[config.mk]
export PLATFORM = sky130hd
export DESIGN_NAME = post_timer
export DESIGN_NICKNAME = d
export VERILOG_FILES = /design/src/rtl/tmr_pkg.sv /design/src/rtl/tmr_post.sv /design/src/rtl/tmr_count.sv /design/src/rtl/tmr_flags.sv /design/src/rtl/post_timer.sv
export SDC_FILE = /design/constraint.sdc
export NUM_CORES = 1
export LEC_CHECK = 0
export BUFFER_PORTS_ARGS = -buffer_cell sky130_fd_sc_hd__buf_4
export CORE_MARGIN = 2
export CORE_UTILIZATION = 30
export DETAILED_ROUTE_END_ITERATION = 10
export PLACE_DENSITY_LB_ADDON = 0.05
export SLEW_MARGIN = 30
export SYNTH_ARGS = -nofsm -noshare
export SYNTH_HDL_FRONTEND = slang
export SYNTH_SLANG_ARGS = --single-unit
[constraint.sdc]
create_clock -name clk -period 2.6 [get_ports clk]
set_input_delay 0.39 -clock clk [delete_from_list [all_inputs] [get_ports clk]]
set_output_delay 0.39 -clock clk [all_outputs]
set_load 0.05 [all_outputs]
[src/rtl/tmr_pkg.sv]
package tmr_pkg;
  localparam int unsigned OFF_REV    = 'h00;
  localparam int unsigned OFF_RDONE  = 'h14;
  localparam int unsigned OFF_FLAGS  = 'h18;
  localparam int unsigned OFF_IMASK  = 'h1C;
  localparam int unsigned OFF_WMASK  = 'h20;
  localparam int unsigned OFF_CTRL   = 'h24;
  localparam int unsigned OFF_COUNT  = 'h28;
  localparam int unsigned OFF_RELOAD = 'h2C;
  localparam int unsigned OFF_TRIG   = 'h30;
  localparam int unsigned OFF_PEND   = 'h34;
  localparam int unsigned OFF_CMP    = 'h38;

  localparam int CTRL_W  = 15;
  localparam int EV_W    = 3;
  localparam int NPOST   = 5;

  localparam int C_RUN   = 0;
  localparam int C_AUTO  = 1;
  localparam int C_CMPEN = 6;

  localparam int EV_MATCH = 0;
  localparam int EV_OVF   = 1;
  localparam int EV_CAPT  = 2;

  typedef enum int {
    PW_CTRL   = 0,
    PW_COUNT  = 1,
    PW_RELOAD = 2,
    PW_TRIG   = 3,
    PW_CMP    = 4
  } post_idx_e;

  function automatic int unsigned post_off(int idx);
    case (idx)
      PW_CTRL:   post_off = OFF_CTRL;
      PW_COUNT:  post_off = OFF_COUNT;
      PW_RELOAD: post_off = OFF_RELOAD;
      PW_TRIG:   post_off = OFF_TRIG;
      default:   post_off = OFF_CMP;
    endcase
  endfunction
endpackage

[src/rtl/tmr_post.sv]
module tmr_post #(
  parameter int DW  = 32,
  parameter int DLY = 2
) (
  input  logic          clk,
  input  logic          rst_n,
  input  logic          wr_i,
  input  logic [DW-1:0] d_i,
  output logic [DW-1:0] q_o,
  output logic          commit_o,
  output logic          pend_o
);
  localparam int CW = $clog2(DLY + 1);

  logic [CW-1:0] cnt_q;
  logic [DW-1:0] d_q;

  always_ff @(posedge clk or negedge rst_n) begin
    if (!rst_n) begin
      cnt_q <= '0;
      d_q   <= '0;
    end else if (wr_i) begin
      cnt_q <= CW'(DLY);
      d_q   <= d_i;
    end else if (cnt_q != '0) begin
      cnt_q <= cnt_q - CW'(1);
    end
  end

  assign q_o      = d_q;
  assign pend_o   = (cnt_q != '0);
  assign commit_o = (cnt_q == CW'(1)) && !wr_i;


  pend_set_chk: assert property (@(posedge clk) disable iff (!rst_n)
    wr_i |=> pend_o);


  pend_idle_chk: assert property (@(posedge clk) disable iff (!rst_n)
    !pend_o && !wr_i |=> !pend_o);
endmodule

[src/rtl/tmr_count.sv]
module tmr_count #(
  parameter int DW = 32
) (
  input  logic          clk,
  input  logic          rst_n,
  input  logic          tick_i,
  input  logic          run_i,
  input  logic          auto_i,
  input  logic          cmpen_i,
  input  logic [DW-1:0] reload_i,
  input  logic [DW-1:0] cmp_i,
  input  logic          ld_cnt_i,
  input  logic [DW-1:0] ld_val_i,
  input  logic          ld_trg_i,
  output logic [DW-1:0] cnt_o,
  output logic          ovf_o,
  output logic          mat_o
);
  logic [DW-1:0] cnt_q;
  logic          eq_q;
  logic          step;
  logic          eq_now;

  assign step   = run_i && tick_i && !ld_cnt_i && !ld_trg_i;
  assign eq_now = (cnt_q == cmp_i);

  always_ff @(posedge clk or negedge rst_n) begin
    if (!rst_n) begin
      cnt_q <= '0;
      eq_q  <= 1'b0;
    end else begin
      eq_q <= eq_now;
      if (ld_cnt_i)
        cnt_q <= ld_val_i;
      else if (ld_trg_i)
        cnt_q <= reload_i;
      else if (step) begin
        if (&cnt_q)
          cnt_q <= auto_i ? reload_i : '0;
        else
          cnt_q <= cnt_q + DW'(1);
      end
    end
  end

  assign cnt_o = cnt_q;
  assign ovf_o = step && (&cnt_q);
  assign mat_o = cmpen_i && eq_now && !eq_q;


  hold_chk: assert property (@(posedge clk) disable iff (!rst_n)
    !(run_i && tick_i) && !ld_cnt_i && !ld_trg_i |=> $stable(cnt_q));


  wrap_chk: assert property (@(posedge clk) disable iff (!rst_n)
    ovf_o && auto_i |=> cnt_q == $past(reload_i));
endmodule

[src/rtl/tmr_flags.sv]
module tmr_flags #(
  parameter int EW = 3
) (
  input  logic          clk,
  input  logic          rst_n,
  input  logic [EW-1:0] ev_i,
  input  logic          clr_i,
  input  logic [EW-1:0] clr_mask_i,
  input  logic [EW-1:0] imask_i,
  input  logic [EW-1:0] wmask_i,
  output logic [EW-1:0] flags_o,
  output logic          irq_o,
  output logic          wake_o
);
  logic [EW-1:0] flags_q;
  logic [EW-1:0] kill;

  assign kill = clr_i ? clr_mask_i : '0;

  always_ff @(posedge clk or negedge rst_n) begin
    if (!rst_n) flags_q <= '0;
    else        flags_q <= (flags_q & ~kill) | ev_i;
  end

  assign flags_o = flags_q;
  assign irq_o   = |(flags_q & imask_i);
  assign wake_o  = |(flags_q & wmask_i);


  ovf_flag_chk: assert property (@(posedge clk) disable iff (!rst_n)
    ev_i[1] |=> flags_q[1]);


  clr_chk: assert property (@(posedge clk) disable iff (!rst_n)
    clr_i && clr_mask_i[0] && !ev_i[0] |=> !flags_q[0]);
endmodule

[src/rtl/post_timer.sv]
module post_timer #(
  parameter int          AW       = 8,
  parameter int          DW       = 32,
  parameter int          POST_DLY = 2,
  parameter logic [31:0] REV_ID   = 32'h0000_0015
) (
  input  logic          clk,
  input  logic          rst_n,
  input  logic          tick_i,
  input  logic          bus_sel_i,
  input  logic          bus_wr_i,
  input  logic [AW-1:0] bus_addr_i,
  input  logic [DW-1:0] bus_wdata_i,
  output logic [DW-1:0] bus_rdata_o,
  output logic          irq_o,
  output logic          wake_o
);
  import tmr_pkg::*;

  localparam logic [AW-1:0] A_REV    = AW'(OFF_REV);
  localparam logic [AW-1:0] A_RDONE  = AW'(OFF_RDONE);
  localparam logic [AW-1:0] A_FLAGS  = AW'(OFF_FLAGS);
  localparam logic [AW-1:0] A_IMASK  = AW'(OFF_IMASK);
  localparam logic [AW-1:0] A_WMASK  = AW'(OFF_WMASK);
  localparam logic [AW-1:0] A_CTRL   = AW'(OFF_CTRL);
  localparam logic [AW-1:0] A_COUNT  = AW'(OFF_COUNT);
  localparam logic [AW-1:0] A_RELOAD = AW'(OFF_RELOAD);
  localparam logic [AW-1:0] A_PEND   = AW'(OFF_PEND);
  localparam logic [AW-1:0] A_CMP    = AW'(OFF_CMP);

  logic              wr_go;
  logic [NPOST-1:0]  hit;
  logic [NPOST-1:0]  commit;
  logic [NPOST-1:0]  pend;
  logic [DW-1:0]     pdata [NPOST];

  logic [CTRL_W-1:0] ctrl_q;
  logic [DW-1:0]     reload_q;
  logic [DW-1:0]     cmp_q;
  logic [EV_W-1:0]   imask_q;
  logic [EV_W-1:0]   wmask_q;

  logic [DW-1:0]     cnt;
  logic              ovf_ev;
  logic              mat_ev;
  logic [EV_W-1:0]   ev;
  logic [EV_W-1:0]   flags;
  logic              flag_clr;
  logic              unused_trg;

  assign wr_go = bus_sel_i && bus_wr_i;

  for (genvar g = 0; g < NPOST; g++) begin : g_post
    assign hit[g] = wr_go && (bus_addr_i == AW'(post_off(g)));
    tmr_post #(.DW(DW), .DLY(POST_DLY)) u_post (
      .clk      (clk),
      .rst_n    (rst_n),
      .wr_i     (hit[g]),
      .d_i      (bus_wdata_i),
      .q_o      (pdata[g]),
      .commit_o (commit[g]),
      .pend_o   (pend[g])
    );
  end

  assign unused_trg = ^pdata[PW_TRIG];

  always_ff @(posedge clk or negedge rst_n) begin
    if (!rst_n) begin
      ctrl_q   <= '0;
      reload_q <= '0;
      cmp_q    <= '0;
      imask_q  <= '0;
      wmask_q  <= '0;
    end else begin
      if (commit[PW_CTRL])   ctrl_q   <= pdata[PW_CTRL][CTRL_W-1:0];
      if (commit[PW_RELOAD]) reload_q <= pdata[PW_RELOAD];
      if (commit[PW_CMP])    cmp_q    <= pdata[PW_CMP];
      if (wr_go && bus_addr_i == A_IMASK) imask_q <= bus_wdata_i[EV_W-1:0];
      if (wr_go && bus_addr_i == A_WMASK) wmask_q <= bus_wdata_i[EV_W-1:0];
    end
  end

  tmr_count #(.DW(DW)) u_count (
    .clk      (clk),
    .rst_n    (rst_n),
    .tick_i   (tick_i),
    .run_i    (ctrl_q[C_RUN]),
    .auto_i   (ctrl_q[C_AUTO]),
    .cmpen_i  (ctrl_q[C_CMPEN]),
    .reload_i (reload_q),
    .cmp_i    (cmp_q),
    .ld_cnt_i (commit[PW_COUNT]),
    .ld_val_i (pdata[PW_COUNT]),
    .ld_trg_i (commit[PW_TRIG]),
    .cnt_o    (cnt),
    .ovf_o    (ovf_ev),
    .mat_o    (mat_ev)
  );

  always_comb begin
    ev           = '0;
    ev[EV_MATCH] = mat_ev;
    ev[EV_OVF]   = ovf_ev;
  end

  assign flag_clr = wr_go && (bus_addr_i == A_FLAGS);

  tmr_flags #(.EW(EV_W)) u_flags (
    .clk        (clk),
    .rst_n      (rst_n),
    .ev_i       (ev),
    .clr_i      (flag_clr),
    .clr_mask_i (bus_wdata_i[EV_W-1:0]),
    .imask_i    (imask_q),
    .wmask_i    (wmask_q),
    .flags_o    (flags),
    .irq_o      (irq_o),
    .wake_o     (wake_o)
  );

  always_comb begin
    case (bus_addr_i)
      A_REV:    bus_rdata_o = DW'(REV_ID);
      A_RDONE:  bus_rdata_o = DW'(1);
      A_FLAGS:  bus_rdata_o = DW'(flags);
      A_IMASK:  bus_rdata_o = DW'(imask_q);
      A_WMASK:  bus_rdata_o = DW'(wmask_q);
      A_CTRL:   bus_rdata_o = DW'(ctrl_q);
      A_COUNT:  bus_rdata_o = cnt;
      A_RELOAD: bus_rdata_o = reload_q;
      A_PEND:   bus_rdata_o = DW'(pend);
      A_CMP:    bus_rdata_o = cmp_q;
      default:  bus_rdata_o = '0;
    endcase
  end


  capt_chk: assert property (@(posedge clk) disable iff (!rst_n)
    !flags[EV_CAPT]);
endmodule

**Word-level counts from Yosys, hierarchy flattened**

Index checks and enable logic that the tools add are counted.

- Flip-flop bits (word level): 242

- Eq/ne operators: 16
- Reduce and logical (&&, ||, !) cells: 43
- Bitwise operators: 5
- Mux-type cells: 17
- $add $sub $neg: 6

Operator list:

| operator | count |
|---|---|
| $pmux W32 S10 | 1 |
| $mux W32 | 5 |
| $eq A8 B6 Y1 const B | 7 |
| $add A32 B1 Y32 const B | 1 |
| $eq A32 B32 Y1 | 1 |
| $reduce_and A32 Y1 | 1 |
| $eq A8 B5 Y1 const B | 3 |
| $logic_and A1 B1 Y1 | 20 |
| $mux W2 | 10 |
| $reduce_bool A2 Y1 | 10 |
| $eq A2 B1 Y1 const B | 5 |
| $sub A2 B1 Y2 const B | 5 |
| $and A3 B3 Y3 | 3 |
| $logic_not A1 Y1 | 8 |
| $logic_not A8 Y1 | 1 |
| $reduce_or A3 Y1 | 2 |
| $mux W3 | 1 |
| $not A3 Y3 | 1 |
| $or A3 B2 Y3 | 1 |
| $reduce_bool A3 Y1 | 1 |

**Logic depth before layout (Yosys ltp)**

- Word-level depth: 10
- Mapped depth: 10

**Cells and area by module**

From an unflattened synthesis, not the netlist that was laid out.

- Cells, all modules: 1098
- Area total of the unflattened synthesis: 14501.4 um2

Modules (own cells, without submodules):

| module | area an instance (um2) | cells an instance | instances | seq. area each (um2) |
|---|---|---|---|---|
| tmr_post | 1453.9 | 81 | 5 | 850.8 |
| post_timer | 4212.8 | 334 | 1 | 2127.0 |
| tmr_count | 2881.5 | 346 | 1 | 825.8 |
| tmr_flags | 137.6 | 13 | 1 | 75.1 |

**Worst setup path before layout**

No wires, ideal clock.

- Path kind: in2out
- Start: input bus_addr_i[4]
- End: output bus_rdata_o[15]
- Stages: 8
- Data arrival time: 2.356 ns
- Buffers on the path: 4
- Slack: -0.146 ns
- Path through: buf_2 > or4b_1 > buf_2 > nor2_1 > clkbuf_1 > buf_1 > a222oi_1 > inv_1

- Word-level cells in the longest chain between the ends: 2

Ends and longest elaborated chain:

| element | RTL line | source |
|---|---|---|
| from (decl) | post_timer.sv:12 | `input logic [AW-1:0] bus_addr_i,` |
| $eq A8 B6 Y1, or another cell as far along | post_timer.sv:123 | `case (bus_addr_i)` |
| $pmux W32 S10 * | post_timer.sv:123 |  |
| to (decl) | post_timer.sv:14 | `output logic [DW-1:0] bus_rdata_o,` |

Mark *: on every way between the ends. The rest lies on a longest branch, timed or not.

**Final worst setup path**

- Start: input bus_addr_i[2]
- End: output bus_rdata_o[10]

Same word-level chain as after synthesis.

==> out/summary.txt <==
Mapped Area: 12000 µm²
Slew margin rel.: 58.5%
Worst Hold Endpoint: g_post[4].u_post.q_o[25]$_DFFE_PN0P_
Number of CTS-inserted buffers: 30
R2R setup slack: 0.15 ns
All-Layer GR Usage: 19.6%
Synth top area share: 50.4%
CP max-delay cell: or4b_4
Crit path DAT: 2.17 ns
CTS Root Cell: clkbuf_16
WL/cell: 22.7 µm
CP Class: in2out
Max FO, Critical Path: 8
Setup TNS: 0 ns
Maximum vdd ir drop: 519 µV
Drt total wl: 40700 µm
Row cnt: 73
Fin. max-slew vios: 0
Min-delay worst type: in2reg
Largest cells by area after synthesis: dfrtp_1 50%, mux2_2 15%, nand2_1 4.8%
Layout cells sized above 1: 38.0%
Fin Clk Skew: 0.0114 ns
Hold path cells: 3
Max cap viols: 0
Placed wire-length estimate: 28800 µm
Seq/Total Area, Yosys: 50.4%
Antenna violations before repair: 0
Placeable Area: 39600 µm²
Worst R2R Start: u_count.cnt_o[1]$_DFFE_PN0P_
Hold slack: 0.0321 ns
Largest net degree at the start of global routing: 74
Crit-path max cell delay: 0.60 ns
Total power draw: 14.5 mW
CTS max path bufs: 3
CTS HTree Levels: 1
ANT cells: 0
Register bit count reported by yosys: 242
Dominant cell type by area after synthesis: dfrtp_1
Post-synth EDFFs: 0
Layout area overhead: 27.8%
Startpoint Class: input port
Count of cell types in the netlist: 78
RSZ-0062 raised after global routing: true
Leak: 7.56 nW
Average size of a mapped cell: 11.0 µm²
Area of the multi-input gates: 5520 µm²
Tcrit/Tclk final: 98.5%
Initial cell density of the core: 30.3%
Vias per cell: 5.11
CP Cell Sequence: buf_4, or4b_4, buf_4, nor2_4, buf_12, clkbuf_16, a22o_1, a221o_2, buf_6
Minimum clock period: 2.56 ns
Buf/Inv on CP: 5
Critical Path End Type: output pin
DRT Pass-1 Iters: 5
DRC Markers: 0
Status: finished, final reports clean
Final GP Congestion: 0.831
Reg2reg end: u_count.cnt_o[27]$_DFFE_PN0P_
Top-count cell post-synth: dfrtp_1
Antenna Nets Post-Route: 0
PortBufs: 78
Clk sinks: 242
Clock slew at reported path FFs: 0.06 ns
Hold_sp: bus_wdata_i[25]
Vias: 9136
Critical Path Most Common Cell: buf_4
Worst r2r path cells: 8
IO Pins: 79
Final net count: 1295
Grt ovf: 0
Syn. warnings: 0
Data required, critical path: 2.21 ns
Filler Cell Count: 3941
CTS tree: built
Power Density: 942 nW/µm²
Worst path depth: 9
Post-Syn Nets: 1144
Chip Height: 204 µm
First-pass GRT wire length: 61700 µm
Initial DRC count: 562
CP delay by family, top: buffers and inverters
Latest clock arrival within the worst-skew pair: 0.57 ns
Slew @ Worst Pin: 0.623 ns
Synth top cells by count: 242 x dfrtp_1, 165 x mux2_2, 154 x nand2_1, 50 x nor2_1, 44 x clkbuf_1
Count of final setup violators: 0
Synth Flop Type: dfrtp_1
Die Area: 41700 µm²
Async SR Flop Fraction: 100%
Number of global-route vias before repair: 9485
Gate Count Post-Synth: 1088
Die width: 204 µm
Fin. Hold Viols: 0
F_max: 391 MHz
FF/Latch Area: 6060 µm²
==> kinds of logic after synthesis <==
family / after synthesis / synth area share [%]
flops: 242 / 50.4
simple gates: 329 / 13.1
buf+inv: 116 / 4.23
compound gates: 172 / 11.7
mux: 169 / 15.8
fa+ha+maj: 11 / 1.15
xor+xnor: 49 / 3.57
==> per-stage QoR <==
stage,cells,setup slack [ns],cell area (µm²),utilization [%]
floorplan,1088,-0.00114,12000,-
global placement,1725,-0.116,14100,35.5
detailed placement,1725,-0.0909,14100,35.5
CTS,1784,-0.00401,15200,38.4
global route,1788,-0.0857,15300,38.7
finish,1788,0.0400,15300,38.7
==> repair_timing <==
item | 4_1_cts | 5_1_grt
endpoints found under the setup margin | 26 | 6
pin swaps | 2 | 3
cloned | 0 | 2
hold buffers | 2 | 0
hold endpoints to repair | 31 | 0
gates resized for setup | 5 | 10
setup buffers | 1 | 2
==> state kept, by name, indices dropped and copies added (netlist names) <==
register / cells
cmp_q: 32
ctrl_q: 15
g_post.u_post.cnt_q: 10
g_post.u_post.q_o: 111
imask_q: 3
reload_q: 32
u_count.cnt_o: 32
u_count.eq_q: 1
u_flags.flags_o: 3
wmask_q: 3
==> tightest hold or removal path, stage by stage <==
cell and delay (ns):
buf_4 0.10, nand2_1 0.04, nand2_1 0.04
==> metal layers <==
metal	vias to the layer above	track usage (%)	routed length, µm
li1	4231	-	-
met1	4657	28.4	19700
met2	200	31.1	18600
met3	48	2.23	1570
met4	0	5.15	867
met5	-	0	0
==> how the worst max path moves through the flow <==
stage / to / start
after floorplan: bus_rdata_o[1] / bus_addr_i[4]
after global placement: u_count.cnt_o[24]$_DFFE_PN0P_ / bus_addr_i[2]
after detailed placement: u_count.cnt_o[24]$_DFFE_PN0P_ / bus_addr_i[2]
final: bus_rdata_o[10] / bus_addr_i[2]
after CTS: bus_rdata_o[2] / u_count.cnt_o[2]$_DFFE_PN0P_
after global routing: bus_rdata_o[2] / u_count.cnt_o[2]$_DFFE_PN0P_
==> layout make-up <==
type	count	area share, %
multi-input cells	730	36.0
clock buffers	40	5.73
repair buffers	201	12.3
inverters	34	0.832
clock inverters	16	1.43
flip-flops and latches	242	39.5
well taps	525	4.28
==> cells in the final DEF, fill, tap and decap left out, types with 5 or more instances in the layout <==
master     count
nand3_1       25
nor2_1        46
a221oi_1      11
a222oi_1      20
buf_4        165
and3_1         9
xnor2_1       11
bufinv_16      5
buf_6          7
o211ai_1       8
nor3_1        20
inv_2         10
nor4_1        14
a22oi_1        9
mux2_2       165
a21oi_1       19
a22o_1        11
a31oi_1        5
a221oi_2       5
buf_12        24
nand4_1       15
a221o_2        9
and2_1         5
o21ai_0       20
xor2_1        38
nand2_1      154
clkbuf_16     33
clkinv_2       6
dfrtp_1      242
inv_1         24
ha_1          10
clkbuf_8       7
o22ai_1        8
==> power breakdown <==
| part | leakage, nW | internal (mW) | total, mW | switching [mW] |
|---|---|---|---|---|
| combinational | 3.72 | 2.22 | 5.13 | 2.91 |
| clock | 0.538 | 2.87 | 4.63 | 1.77 |
| sequential | 3.30 | 4.26 | 4.69 | 0.425 |
| total | 7.56 | 9.35 | 14.5 | 5.10 |
Note: power is estimated with default switching activity, not from simulation.
